### src/rtl/ovp_filter_pkg.sv
package ovp_filter_pkg;

  // Saturating increment used by the trip counter.
  function automatic int unsigned sat_step(input int unsigned cur, input int unsigned lim);
    return (cur >= lim) ? lim : cur + 1;
  endfunction

  // Width able to hold 0..max.
  function automatic int unsigned span_bits(input int unsigned max_val);
    return (max_val < 2) ? 1 : $clog2(max_val + 1);
  endfunction

endpackage

### src/rtl/ovp_strobe_gen.sv
module ovp_strobe_gen #(
  parameter int unsigned SETTLE_CLKS = 3
) (
  input  logic clk,
  input  logic rst_n,
  input  logic cyc_start,
  input  logic off_win,
  output logic strobe
);
  import ovp_filter_pkg::*;

  localparam int unsigned RUN_W = span_bits(SETTLE_CLKS);

  logic settled;
  logic taken_q, taken_d;
  logic taken_eff;

  generate
    if (SETTLE_CLKS == 0) begin : g_no_settle
      assign settled = off_win;
    end else begin : g_settle
      logic [RUN_W-1:0] run_q, run_d;
      logic             run_en;

      // Count edges seen inside the window, holding at the settle length.
      always_comb begin
        run_en = 1'b0;
        run_d  = run_q;
        if (!off_win) begin
          run_en = (run_q != '0);
          run_d  = '0;
        end else if (run_q != RUN_W'(SETTLE_CLKS)) begin
          run_en = 1'b1;
          run_d  = run_q + RUN_W'(1);
        end
      end

      always_ff @(posedge clk or negedge rst_n) begin
        if (!rst_n) begin
          run_q <= '0;
        end else if (run_en) begin
          run_q <= run_d;
        end
      end

      assign settled = off_win && (run_q == RUN_W'(SETTLE_CLKS));
    end
  endgenerate

  // A cycle start frees the sample slot for the cycle it opens.
  assign taken_eff = cyc_start ? 1'b0 : taken_q;
  assign strobe    = settled && !taken_eff;

  always_comb begin
    taken_d = taken_eff | strobe;
  end

  always_ff @(posedge clk or negedge rst_n) begin
    if (!rst_n) begin
      taken_q <= 1'b0;
    end else begin
      taken_q <= taken_d;
    end
  end

endmodule

### src/rtl/ovp_trip_counter.sv
module ovp_trip_counter #(
  parameter int unsigned TRIP_LIMIT = 4,
  parameter int unsigned CNT_W      = 3
) (
  input  logic             clk,
  input  logic             rst_n,
  input  logic             cyc_start,
  input  logic             strobe,
  input  logic             trip,
  input  logic             clr,
  output logic [CNT_W-1:0] cnt_q,
  output logic [CNT_W-1:0] cnt_d
);
  import ovp_filter_pkg::*;

  localparam logic [CNT_W-1:0] LIM = CNT_W'(TRIP_LIMIT);

  logic             hit_q, hit_d;
  logic [CNT_W-1:0] base;
  logic             hit_now;
  logic             cnt_en;

  assign hit_now = strobe && trip;

  always_comb begin
    // Judge the ending cycle first, then apply a sample of the new one.
    base = (cyc_start && !hit_q) ? '0 : cnt_q;
    if (strobe) begin
      cnt_d = trip ? CNT_W'(sat_step(int'(base), TRIP_LIMIT)) : '0;
    end else begin
      cnt_d = base;
    end
    if (clr) begin
      cnt_d = '0;
    end
    cnt_en = (cnt_d != cnt_q);

    hit_d = cyc_start ? hit_now : (hit_q | hit_now);
  end

  always_ff @(posedge clk or negedge rst_n) begin
    if (!rst_n) begin
      cnt_q <= '0;
    end else if (cnt_en) begin
      cnt_q <= cnt_d;
    end
  end

  always_ff @(posedge clk or negedge rst_n) begin
    if (!rst_n) begin
      hit_q <= 1'b0;
    end else begin
      hit_q <= hit_d;
    end
  end

  logic unused_lim;
  assign unused_lim = ^LIM;

endmodule

### src/rtl/ovp_fault_latch.sv
module ovp_fault_latch #(
  parameter int unsigned TRIP_LIMIT = 4,
  parameter int unsigned CNT_W      = 3
) (
  input  logic             clk,
  input  logic             rst_n,
  input  logic [CNT_W-1:0] cnt_nxt,
  input  logic             clr,
  output logic             fault_q,
  output logic             set_q
);
  logic fault_d, set_d;
  logic arm;

  assign arm = (cnt_nxt == CNT_W'(TRIP_LIMIT));

  always_comb begin
    set_d   = arm && !fault_q && !clr;
    fault_d = clr ? 1'b0 : (fault_q | set_d);
  end

  always_ff @(posedge clk or negedge rst_n) begin
    if (!rst_n) begin
      fault_q <= 1'b0;
      set_q   <= 1'b0;
    end else begin
      fault_q <= fault_d;
      set_q   <= set_d;
    end
  end

endmodule

### src/rtl/ovp_fault_filter.sv
module ovp_fault_filter #(
  parameter int unsigned SETTLE_CLKS = 3,
  parameter int unsigned TRIP_LIMIT  = 4,
  parameter int unsigned CNT_W       = ovp_filter_pkg::span_bits(TRIP_LIMIT)
) (
  input  logic             clk,
  input  logic             rst_n,
  input  logic             cyc_start_i,
  input  logic             off_win_i,
  input  logic             cmp_trip_i,
  input  logic             fault_clr_i,
  output logic             fault_o,
  output logic             fault_set_o,
  output logic [CNT_W-1:0] trip_cnt_o
);
  logic             strobe_w;
  logic [CNT_W-1:0] cnt_w;
  logic [CNT_W-1:0] cnt_nxt_w;

  ovp_strobe_gen #(
    .SETTLE_CLKS(SETTLE_CLKS)
  ) u_strobe (
    .clk      (clk),
    .rst_n    (rst_n),
    .cyc_start(cyc_start_i),
    .off_win  (off_win_i),
    .strobe   (strobe_w)
  );

  ovp_trip_counter #(
    .TRIP_LIMIT(TRIP_LIMIT),
    .CNT_W     (CNT_W)
  ) u_count (
    .clk      (clk),
    .rst_n    (rst_n),
    .cyc_start(cyc_start_i),
    .strobe   (strobe_w),
    .trip     (cmp_trip_i),
    .clr      (fault_clr_i),
    .cnt_q    (cnt_w),
    .cnt_d    (cnt_nxt_w)
  );

  ovp_fault_latch #(
    .TRIP_LIMIT(TRIP_LIMIT),
    .CNT_W     (CNT_W)
  ) u_latch (
    .clk    (clk),
    .rst_n  (rst_n),
    .cnt_nxt(cnt_nxt_w),
    .clr    (fault_clr_i),
    .fault_q(fault_o),
    .set_q  (fault_set_o)
  );

  assign trip_cnt_o = cnt_w;

endmodule

### config.mk
export PLATFORM = sky130hd
export DESIGN_NAME = ovp_fault_filter
export DESIGN_NICKNAME = d
export VERILOG_FILES = /design/src/rtl/ovp_filter_pkg.sv /design/src/rtl/ovp_strobe_gen.sv /design/src/rtl/ovp_trip_counter.sv /design/src/rtl/ovp_fault_latch.sv /design/src/rtl/ovp_fault_filter.sv
export SDC_FILE = /design/constraint.sdc
export NUM_CORES = 1
export LEC_CHECK = 0
export BUFFER_PORTS_ARGS = -buffer_cell sky130_fd_sc_hd__clkbuf_2
export CAP_MARGIN = 30
export CORE_AREA = 3 3 40 42
export CTS_CLUSTER_DIAMETER = 30
export DETAILED_ROUTE_END_ITERATION = 16
export DIE_AREA = 0 0 43 45
export GPL_TIMING_DRIVEN = 0
export SLEW_MARGIN = 15
export SYNTH_ARGS = -nofsm -noshare
export SYNTH_HDL_FRONTEND = slang
export SYNTH_SLANG_ARGS = --single-unit
### constraint.sdc
create_clock -name clk -period 1.5 [get_ports clk]
set_input_delay 0.225 -clock clk [delete_from_list [all_inputs] [get_ports clk]]
set_output_delay 0.225 -clock clk [all_outputs]
set_load 0.03 [all_outputs]
==> After elaboration in Yosys (flattened, before gate mapping) <==
Index checks and enable logic that the tools add are counted.
W data, S select, Z words.
{ "word_totals": {"register_bits": 9, "input_bits": 6, "out_inout_bits": 5, "word_cells": 41} }
{ "op_classes": {"addsub": 2, "order_cmp": 1, "n_eq_ne": 5, "n_mux": 12, "bitwise_logic": 3, "n_reduce_logical": 12} }
{ "op_table": {"columns": ["operator", "n"], "rows": [
  ["$mux W3", 5],
  ["$logic_and A1 B1 Y1", 6],
  ["$mux W1", 5],
  ["$logic_not A1 Y1", 4],
  ["$mux W2", 2],
  ["$add A3 B1 Y3 const B", 1],
  ["$eq A3 B3 Y1 const B", 1],
  ["$ge A3 B3 Y1 const B", 1],
  ["$ne A3 B3 Y1", 1],
  ["$or A1 B1 Y1", 3],
  ["$add A2 B1 Y2 const B", 1],
  ["$eq A2 B2 Y1 const B", 1],
  ["$ne A2 B1 Y1 const B", 1],
  ["$ne A2 B2 Y1 const B", 1],
  ["$reduce_and A2 Y1", 1],
  ["$reduce_bool A2 Y1", 1]
]} }

==> Longest topological paths before layout <==
Gate-level depths: netlist (run 1).
{ "logic_depth": {"word_depth": 13, "depth_mapped": 6, "ltp_nobuf": 6} }

==> By module <==
Synthesis (run 1) repeated with hierarchy kept, for this count alone.
{ "hier_totals": {"cells_unflattened": 46, "hier_area_um2": 454.2} }
{ "by_module_without_submodules": {"columns": ["module", "n_inst", "cells_each", "area_per_inst_um2", "seq_area_each_um2"], "rows": [
  ["ovp_trip_counter", 1, 23, 209.0, 100.1],
  ["ovp_strobe_gen", 1, 17, 172.7, 75.1],
  ["ovp_fault_latch", 1, 6, 72.6, 50.0]
]} }

==> Worst setup path after synthesis (run 1) <==
No wires, ideal clock.
{ "synth_path": {"path_kind": "reg2reg", "start": "register u_strobe.g_settle.run_q[0]", "end": "register u_latch.fault_q", "setup_time_ns": 0.135, "t_arrival_ns": 1.089, "required_time_ns": 1.365, "path_slack_ns": 0.276, "stages_incl_launch_ff": 6, "n_path_buf": 0, "period_less_slack_ns": 1.224, "path_cell_list": "dfrtp_1 -> ha_1 -> nand2_2 -> nor3_2 -> o221ai_2 -> o22ai_1"} }
{ "synth_via": {"elab_chain_len": 10} }
{ "synth_lines": {"columns": ["element", "line_no", "text"], "rows": [
  ["from (decl)", "ovp_strobe_gen.sv:22", "logic [RUN_W-1:0] run_q, run_d;"],
  ["from (signal assigned)", "ovp_strobe_gen.sv:42", "run_q <= run_d;"],
  ["$eq A2 B2 Y1", "ovp_strobe_gen.sv:46", "assign settled = off_win && (run_q == RUN_W'(SETTLE_CLKS));"],
  ["$logic_and A1 B1 Y1", "ovp_strobe_gen.sv:46", null],
  ["$logic_and A1 B1 Y1", "ovp_strobe_gen.sv:52", "assign strobe = settled && !taken_eff;"],
  ["$mux W3", "ovp_trip_counter.sv:28", "if (strobe) begin"],
  ["$mux W3", "ovp_trip_counter.sv:33", "if (clr) begin"],
  ["$eq A3 B3 Y1", "ovp_fault_latch.sv:15", "assign arm = (cnt_nxt == CNT_W'(TRIP_LIMIT));"],
  ["$logic_and A1 B1 Y1 (2 in a row)", "ovp_fault_latch.sv:18", "set_d = arm && !fault_q && !clr;"],
  ["$or A1 B1 Y1", "ovp_fault_latch.sv:19", "fault_d = clr ? 1'b0 : (fault_q | set_d);"],
  ["$mux W1", "ovp_fault_latch.sv:19", null],
  ["named net u_latch.fault_d", "ovp_fault_latch.sv:12", "logic fault_d, set_d;"],
  ["to (signal assigned)", "ovp_fault_latch.sv:27", "fault_q <= fault_d;"],
  ["to (decl)", "ovp_fault_latch.sv:9", "output logic fault_q,"]
]} }
The timed path passes the listed nets, and every way through them passes these cells.
A chain may end at the register's enable or synchronous reset.

==> Worst setup path after layout (run 1) <==
Ends and elaborated chain as after synthesis.

==> results.ini, run 1 <==
[outcome]
status = complete, no violations

[worst_setup_path]
critPathBufInv = 0
crit_family = flip-flops
startpoint = u_strobe.g_settle.run_q[0]$_DFFE_PN0P_
critical_path_required_ns = 1.63
cp_slowest_cell = dfrtp_1
cp_max_fo = 6
worstPathArrival_ns = 1.45
critPathLaunchType = flop
path_cells = ha_1 -> nand2_2 -> nor3_2 -> o221ai_2 -> o22ai_1
r2r_start = u_strobe.g_settle.run_q[0]$_DFFE_PN0P_
critPathKind = flop to flop
slowest_delay_ns = 0.41
worst_setup_path_end_kind = flop

[detailed_routing]
drt_iter0_drc = 3
drt-total-wl_microns = 937
first_pass_iters = 3
route.vias.total = 416
ant_nets = 0
wl_per_cell_microns = 11.15
routed_via_density = 4.952
drc = 0

[power_and_ir_drop]
combPwrFrac_pct = 24.2
switchingPower_uw = 214.5
p_int_uw = 443.9
power_density_nw_per_um2 = 1087
netSwitchingFraction_pct = 32.58
seqPwrFrac_pct = 47.0
peakVddDrop_mv = 0.7643
clockPowerShare_pct = 28.8
p_leak_nw = 0.2874

[global_route]
grt_pass1_wl_mm = 1.704
antenna_found_initial = 0
grt_util_all_layers_pct = 11.93
grt_max_degree = 10
grt_pass1_vias = 415
gr-total-overflow = 0

[clock_tree]
cts_setup_buffers = 0
cts_tree = yes
cts_max_level = 1
clock_latency_ns = 0.26
clock-sinks = 9
clockBufferDepth = 2
numCtsBuffers = 3
cts_root_buffer = clkbuf_4
clk_pin_slew_worst_paths_ns = 0.07

[synth]
synthSimpleGateAreaFrac_pct = 25.75
syn_avg_cell_area_sq_um = 9.268
synth.cell_area_sq_um = 500.5
seq_area_frac_synth_pct = 45.00
syn-num-nets = 62
synth_compound_area_share_pct = 18.25
synth_xor_area_share_pct = 0
synth_warnings = 0
synth_cell_types = 21
synthAdderAreaFrac_pct = 5.000
ys_ff_latch = 9
netlist_instances = 54
synth_top_family_by_area = simple AND/OR/NAND/NOR gates
synth.area.mux_share_pct = 0

[final_layout]
fin_nets = 78
area_growth_pct = 21.00
antenna_cells = 0
final_cell_mix = clkbuf_2, dfrtp_1, inv_1, o21ai_0, nand2_1
final_common_cell = clkbuf_2
drive_gt1_share_pct = 27.54

[floorplan]
row_count = 13
die_y_microns = 45
die_width_microns = 43
core_area_sq_um = 1285
start_util_pct = 38.95
ios = 11
dieArea_sq_um = 1935

[placement]
place_congestion = 0.6850
portBuffers = 10
hpwl_microns = 759.2
place_ws_ns = 0.1763

[timing]
fmax_mhz = 754.3
max_slew_margin_pct = 78.96
period_needed_ns = 1.326
tightest_slew_ns = 0.3150
finalWorstSetupSlack_ns = 0.1742
fin_crit_sh_pct = 88.38
hold_viol_final = 0
fin_tns_setup_ns = 0
grt_setup_unrepaired = no
finalMaxSlewViolations = 0
skew_ns = 0.005645
finalSetupViolCount = 0

[run]
max_cap_viol_count = 0

[min_path]
worstHoldStart = fault_clr_i
min_path_type = input port to flop

## cells by family (layout without fill, tap and decap cells)
group | count (synthesis) | in the layout
buffers and inverters | 8 | 23
AND/OR/NAND/NOR | 21 | 21
adder cells (fa/ha/maj) | 2 | 2
flip-flops | 9 | 9
AO/OA/AOI/OAI | 14 | 14
## cells in the mapped netlist, drive strengths merged
| library cell | number | share of area [%] |
|---|---|---|
| ha | 2 | 5.0 |
| nand2 | 6 | 5.0 |
| nand3 | 3 | 4.0 |
| nand2b | 4 | 5.0 |
| nor3 | 3 | 6.0 |
| o22ai | 1 | 1.3 |
| a32oi | 1 | 1.8 |
| inv | 8 | 6.0 |
| and2b | 1 | 1.5 |
| nor2b | 1 | 1.3 |
| or2b | 1 | 1.5 |
| a21oi | 2 | 2.0 |
| o31ai | 1 | 1.5 |
| dfrtp | 9 | 45 |
| o221ai | 2 | 4.7 |
| nor2 | 2 | 1.5 |
| o21ai | 7 | 7.0 |
## power by group through the flow
stage / Clock, mW / Sequential, mW / Combinational [mW]
final: 0.190 / 0.309 / 0.159
after global placement: 0 / 0.311 / 0.152
after global routing: 0.209 / 0.313 / 0.192
after floorplan: 0 / 0.308 / 0.114
after CTS: 0.197 / 0.309 / 0.165
after detailed placement: 0 / 0.313 / 0.162
## sequential cells by signal, indices dropped and copies added (netlist names)
name,flops
u_count.cnt_q,3
u_strobe.g_settle.run_q,2
u_count.hit_q,1
u_latch.fault_q,1
u_latch.set_q,1
u_strobe.taken_q,1
## per-stage QoR
stage / std cells / power (mW) / hold slack, ns / instance area (sq um) / util (%)
2_1_floorplan: 54 / 0.4218 / -0.07059 / 500.5 / -
3_3_place_gp: 79 / 0.4634 / 0.09205 / 569.3 / 44.30
3_5_place_dp: 79 / 0.4754 / 0.1001 / 569.3 / 44.30
4_1_cts: 84 / 0.6700 / 0.1746 / 605.6 / 47.13
5_1_grt: 84 / 0.7141 / 0.1879 / 605.6 / 47.13
6_report: 84 / 0.6584 / 0.1783 / 605.6 / 47.13
## area by class of cell
cell class | instances | area, sq um
clock buffer | 4 | 26.28
fill | 126 | 679.4
inverter | 8 | 30.03
multi-input combinational | 37 | 245.2
sequential | 9 | 225.2
tap | 15 | 18.77
timing repair buffer | 11 | 60.06
## what timing repair did
item,4_1_cts,5_1_grt
endpoints found under the hold margin,9,0
hold buffers,1,0
gates resized for setup,0,0
## worst paths after layout
check,to,slack [ns],cells past startpoint
worst max-delay path,u_latch.fault_q$_DFF_PN0_,0.17,5
worst min-delay path,u_count.cnt_q[1]$_DFFE_PN0P_,0.18,2
worst max register to register,u_latch.fault_q$_DFF_PN0_,0.17,5
worst min register to register,u_latch.set_q$_DFF_PN0_,0.46,1
max in group asynchronous,u_strobe.taken_q$_DFF_PN0_,0.95,2
min in group asynchronous,u_count.cnt_q[1]$_DFFE_PN0P_,0.35,2
## per-layer routing
layer,part of all wire (%),GRT usage [%],up-vias
met5,0,0,-
met4,0,3.012,0
met3,5.8,6.375,0
met2,49,19.16,9
met1,45,14.11,194
li1,-,-,213
Note: power is estimated with default switching activity, not from simulation.
==> inputs of run 2 (changes only) <==
- CORE_AREA: 3 3 40 42 -> unset
- CORE_MARGIN: unset -> 3
- CORE_UTILIZATION: unset -> 35
- DIE_AREA: 0 0 43 45 -> unset
- RECOVER_POWER: unset -> 50
==> results.ini, run 2 (synthesized netlist as in run 1, its figures left out) <==
[outcome]
status = complete, no violations

[final_layout]
layoutNonFillerInstCount = 84
final_cell_mix = dfrtp_1, inv_1, clkbuf_2, o21ai_0, nand2_1
antenna_cells = 0
final_util_pct = 46.06
largest_reg_flops = 3
regMostFlops = u_count.cnt_q
stdcell_area_sq_um = 606.8
fillCellCount = 137
final_common_cell = dfrtp_1
fin_nets = 78
area_growth_pct = 21.25
largest_registers = u_count.cnt_q x3, u_strobe.g_settle.run_q x2
drive_gt1_share_pct = 27.54

[min_path]
whs_path_depth = 2
worstHoldEndpoint = u_count.cnt_q[1]$_DFFE_PN0P_
min_path_type = input port to flop
worstHoldStart = fault_clr_i

[clock_tree]
numCtsBuffers = 3
cts_tree = yes
cts_root_buffer = clkbuf_4
clock-sinks = 9
cts_max_level = 1
clock_latency_ns = 0.26
clk_pin_slew_worst_paths_ns = 0.07
clockBufferDepth = 2

[worst_setup_path]
worstPathArrival_ns = 1.57
r2r_cells = 5
critPathLaunchType = flop
worst_setup_path_end_kind = flop
rr_endpoint = u_latch.set_q$_DFF_PN0_
r2r_start = u_strobe.g_settle.run_q[0]$_DFFE_PN0P_
critical_path_required_ns = 1.68
rrSetupSlack_ns = 0.11
cp_max_fo = 6
critPathKind = flop to flop

[global_route]
gr-total-overflow = 0
grt_util_all_layers_pct = 11.95
grt_pass1_wl_mm = 1.683
grt_max_degree = 10
antenna_found_initial = 0
grt_pass1_vias = 380

[timing]
fin_crit_sh_pct = 92.60
fmax_mhz = 720.0
skew_ns = 0.01175
hold_ws_ns = 0.1778
finalSetupViolCount = 0
max_slew_margin_pct = 69.04
hold_viol_final = 0
finalWorstSetupSlack_ns = 0.1111
grt_setup_unrepaired = no
period_needed_ns = 1.389
fin_tns_setup_ns = 0
finalMaxSlewViolations = 0
tightest_slew_ns = 0.4643

[power_and_ir_drop]
combPwrFrac_pct = 24.5
netSwitchingFraction_pct = 33.24
peakVddDrop_mv = 0.4854
finalPower_uw = 659.3
power_density_nw_per_um2 = 1086
p_int_uw = 440.2
clockPowerShare_pct = 28.0
p_leak_nw = 0.2815
switchingPower_uw = 219.1
seqPwrFrac_pct = 47.4

[placement]
place_area_sq_um = 569.3
dp.cells = 79
place_congestion = 0.6996
place_ws_ns = 0.05757
hpwl_microns = 786.4
portBuffers = 10

[detailed_routing]
first_pass_iters = 4
ant_nets = 0
drt-total-wl_microns = 990
drc = 0
route.vias.total = 417
wl_per_cell_microns = 11.79
drt_iter0_drc = 2
routed_via_density = 4.964

[floorplan]
row_count = 13
ios = 11
die_width_microns = 43.82
dieArea_sq_um = 1920
die_y_microns = 43.82
core_area_sq_um = 1318
start_util_pct = 37.99

[run]
max_cap_viol_count = 0

-- run 2: cell types whose count changed in the layout (fill, tap and decap cells not counted) --
cell	change
ha_1	-1
ha_2	+1
clkbuf_2	-2
clkbuf_1	+1
clkinv_2	+1
-- run 2: worst max-delay path, stage by stage, from the launching register on --
cell      delay (ns)
dfrtp_1         0.41
ha_2            0.24
nand2_2         0.11
nor3_2          0.22
o221ai_2        0.16
nor3_2          0.17
-- run 2: repair_timing --
item,in CTS,in global routing
hold buffers,1,0
setup buffers,0,0
endpoints found under the hold margin,9,0
endpoints found under the setup margin,0,2
gates resized for setup,0,1
-- run 2: cell type report --
class                           count  area, sq um  share of cell area, %
Timing Repair Buffer               11        57.56                  9.485
Sequential cell                     9        225.2                  37.11
Multi-Input combinational cell     37        247.7                  40.82
Inverter                            8        30.03                  4.948
Clock inverter                      1        5.005                 0.8247
Clock buffer                        3        22.52                  3.711
Tap cell                           15        18.77                  3.093
-- run 2: power groups by stage --
stage          Sequential [mW]  Combinational (mW)  Clock (mW)
2_1_floorplan            0.308               0.114           0
3_3_place_gp             0.311               0.154           0
3_5_place_dp             0.315               0.160           0
4_1_cts                  0.310               0.163       0.189
5_1_grt                  0.318               0.181       0.202
6_report                 0.313               0.162       0.185
-- run 2: routing by layer --
metal | up-vias | track usage (%) | routed length [microns]
li1 | 215 | - | -
met1 | 190 | 16.84 | 474
met2 | 12 | 16.57 | 450
met3 | 0 | 4.564 | 65
met4 | 0 | 4.217 | 0
met5 | - | 0 | 0
-- run 2: how the worst max path moves through the flow --
stage | end | from | cells after the start | slack [ns]
floorplan | u_latch.fault_q$_DFF_PN0_ | u_strobe.g_settle.run_q[0]$_DFFE_PN0P_ | 5 | 0.28
global placement | u_latch.set_q$_DFF_PN0_ | u_strobe.g_settle.run_q[0]$_DFFE_PN0P_ | 5 | 0.17
detailed placement | u_latch.set_q$_DFF_PN0_ | u_strobe.g_settle.run_q[0]$_DFFE_PN0P_ | 5 | 0.06
CTS | u_latch.set_q$_DFF_PN0_ | u_strobe.g_settle.run_q[0]$_DFFE_PN0P_ | 5 | 0.06
global route | u_latch.set_q$_DFF_PN0_ | u_strobe.g_settle.run_q[0]$_DFFE_PN0P_ | 5 | 0.01
finish | u_latch.set_q$_DFF_PN0_ | u_strobe.g_settle.run_q[0]$_DFFE_PN0P_ | 5 | 0.11
==> inputs of run 3 (changes only) <==
- GPL_TIMING_DRIVEN: 0 -> unset
==> results.ini, run 3 (synthesized netlist as in run 1, its figures left out) <==
[outcome]
status = complete, no violations

[final_layout]
final_cell_mix = dfrtp_1, inv_1, clkbuf_2, o21ai_0, nand2_1
largest_reg_flops = 3
area_growth_pct = 20.50
fin_nets = 78
drive_gt1_share_pct = 24.64
final_common_cell = dfrtp_1
fillCellCount = 139
antenna_cells = 0
regMostFlops = u_count.cnt_q
largest_registers = u_count.cnt_q x3, u_strobe.g_settle.run_q x2

[timing]
skew_ns = 0.008400
fin_tns_setup_ns = 0
hold_ws_ns = 0.1833
finalMaxSlewViolations = 0
period_needed_ns = 1.288
finalWorstSetupSlack_ns = 0.2125
hold_viol_final = 0
fin_crit_sh_pct = 85.83
tightest_slew_ns = 0.4782
grt_setup_unrepaired = no
max_slew_margin_pct = 68.12
finalSetupViolCount = 0
fmax_mhz = 776.7

[worst_setup_path]
critPathLaunchType = flop
critical_path_required_ns = 1.69
slowest_delay_ns = 0.38
crit_family = compound AO/OA/AOI/OAI gates
worst_setup_path_end_kind = flop
worstPathArrival_ns = 1.48
cp_max_fo = 6
critPathKind = flop to flop
path_cells = ha_1 -> nand2_2 -> o31ai_1 -> a32oi_1 -> nor3_2
critPathBufInv = 0
cp_slowest_cell = dfrtp_1

[clock_tree]
clock_latency_ns = 0.26
cts_setup_buffers = 0
cts_root_buffer = clkbuf_4
cts_max_level = 1
clock-sinks = 9
numCtsBuffers = 3
cts_tree = yes
clk_pin_slew_worst_paths_ns = 0.07
clockBufferDepth = 2
cts_repair_resize_count = 0

[detailed_routing]
route.vias.total = 420
routed_via_density = 5.000
drc = 0
wl_per_cell_microns = 11.17
ant_nets = 0
drt_iter0_drc = 15
drt-total-wl_microns = 938
first_pass_iters = 4

[global_route]
grt_pass1_vias = 363
grt_max_degree = 10
grt_util_all_layers_pct = 11.66
grt_pass1_wl_mm = 1.580
gr-total-overflow = 0
antenna_found_initial = 0

[floorplan]
row_count = 13
core_area_sq_um = 1318
ios = 11
die_y_microns = 43.82
start_util_pct = 37.99
dieArea_sq_um = 1920
die_width_microns = 43.82

[placement]
place_congestion = 0.7113
portBuffers = 10
place_ws_ns = 0.1936

[power_and_ir_drop]
p_leak_nw = 0.2809
peakVddDrop_mv = 0.5841
power_density_nw_per_um2 = 1082
finalPower_uw = 652.8

[min_path]
min_path_type = input port to flop

[run]
max_cap_viol_count = 0

==> run 3: changes by cell type in the layout (fill, tap and decap cells not counted), sizes merged <==
cell	change
clkbuf	+1
clkinv	-1
==> run 3: worst paths after layout <==
| check | endpoint | from | slack (ns) | depth (start not counted) |
|---|---|---|---|---|
| worst max-delay path | u_count.cnt_q[1]$_DFFE_PN0P_ | u_strobe.g_settle.run_q[0]$_DFFE_PN0P_ | 0.21 | 5 |
| worst min-delay path | u_count.cnt_q[0]$_DFFE_PN0P_ | fault_clr_i | 0.18 | 2 |
| worst max register to register | u_count.cnt_q[1]$_DFFE_PN0P_ | u_strobe.g_settle.run_q[0]$_DFFE_PN0P_ | 0.21 | 5 |
| worst min register to register | u_latch.set_q$_DFF_PN0_ | u_latch.fault_q$_DFF_PN0_ | 0.48 | 1 |
| max in group asynchronous | u_latch.set_q$_DFF_PN0_ | rst_n | 0.74 | 2 |
| min in group asynchronous | u_count.cnt_q[0]$_DFFE_PN0P_ | rst_n | 0.42 | 2 |
==> run 3: where the power goes <==
group | total (mW) | switching, mW | internal (mW)
clock | 0.190 | 0.0870 | 0.103
sequential | 0.307 | 0.0282 | 0.279
combinational | 0.156 | 0.0955 | 0.0610
==> run 3: layout make-up <==
class	instances	area (sq um)	share of cell area (%)
tap	15	18.77	3.112
sequential	9	225.2	37.34
clock buffer	4	26.28	4.357
timing repair buffer	11	57.56	9.544
inverter	8	30.03	4.979
multi-input combinational	37	245.2	40.66
==> run 3: routing by layer <==
layer,part of all wire [%],vias up,global-route usage [%]
li1,-,213,-
met1,50,193,15.68
met2,43,10,15.41
met3,6.1,4,5.809
met4,1.6,0,5.422
met5,0,-,0
==> run 3: timing repair <==
action	in CTS	in global routing
endpoints found under the hold margin	9	0
hold buffers	1	0
endpoints found under the setup margin	0	0
==> run 3: metrics by stage <==
step | std cells | utilization, % | cell area (sq um)
2_1_floorplan | 54 | - | 500.5
3_3_place_gp | 79 | 43.21 | 569.3
3_5_place_dp | 79 | 43.21 | 569.3
4_1_cts | 84 | 45.96 | 605.6
5_1_grt | 84 | 45.77 | 603.1
6_report | 84 | 45.77 | 603.1
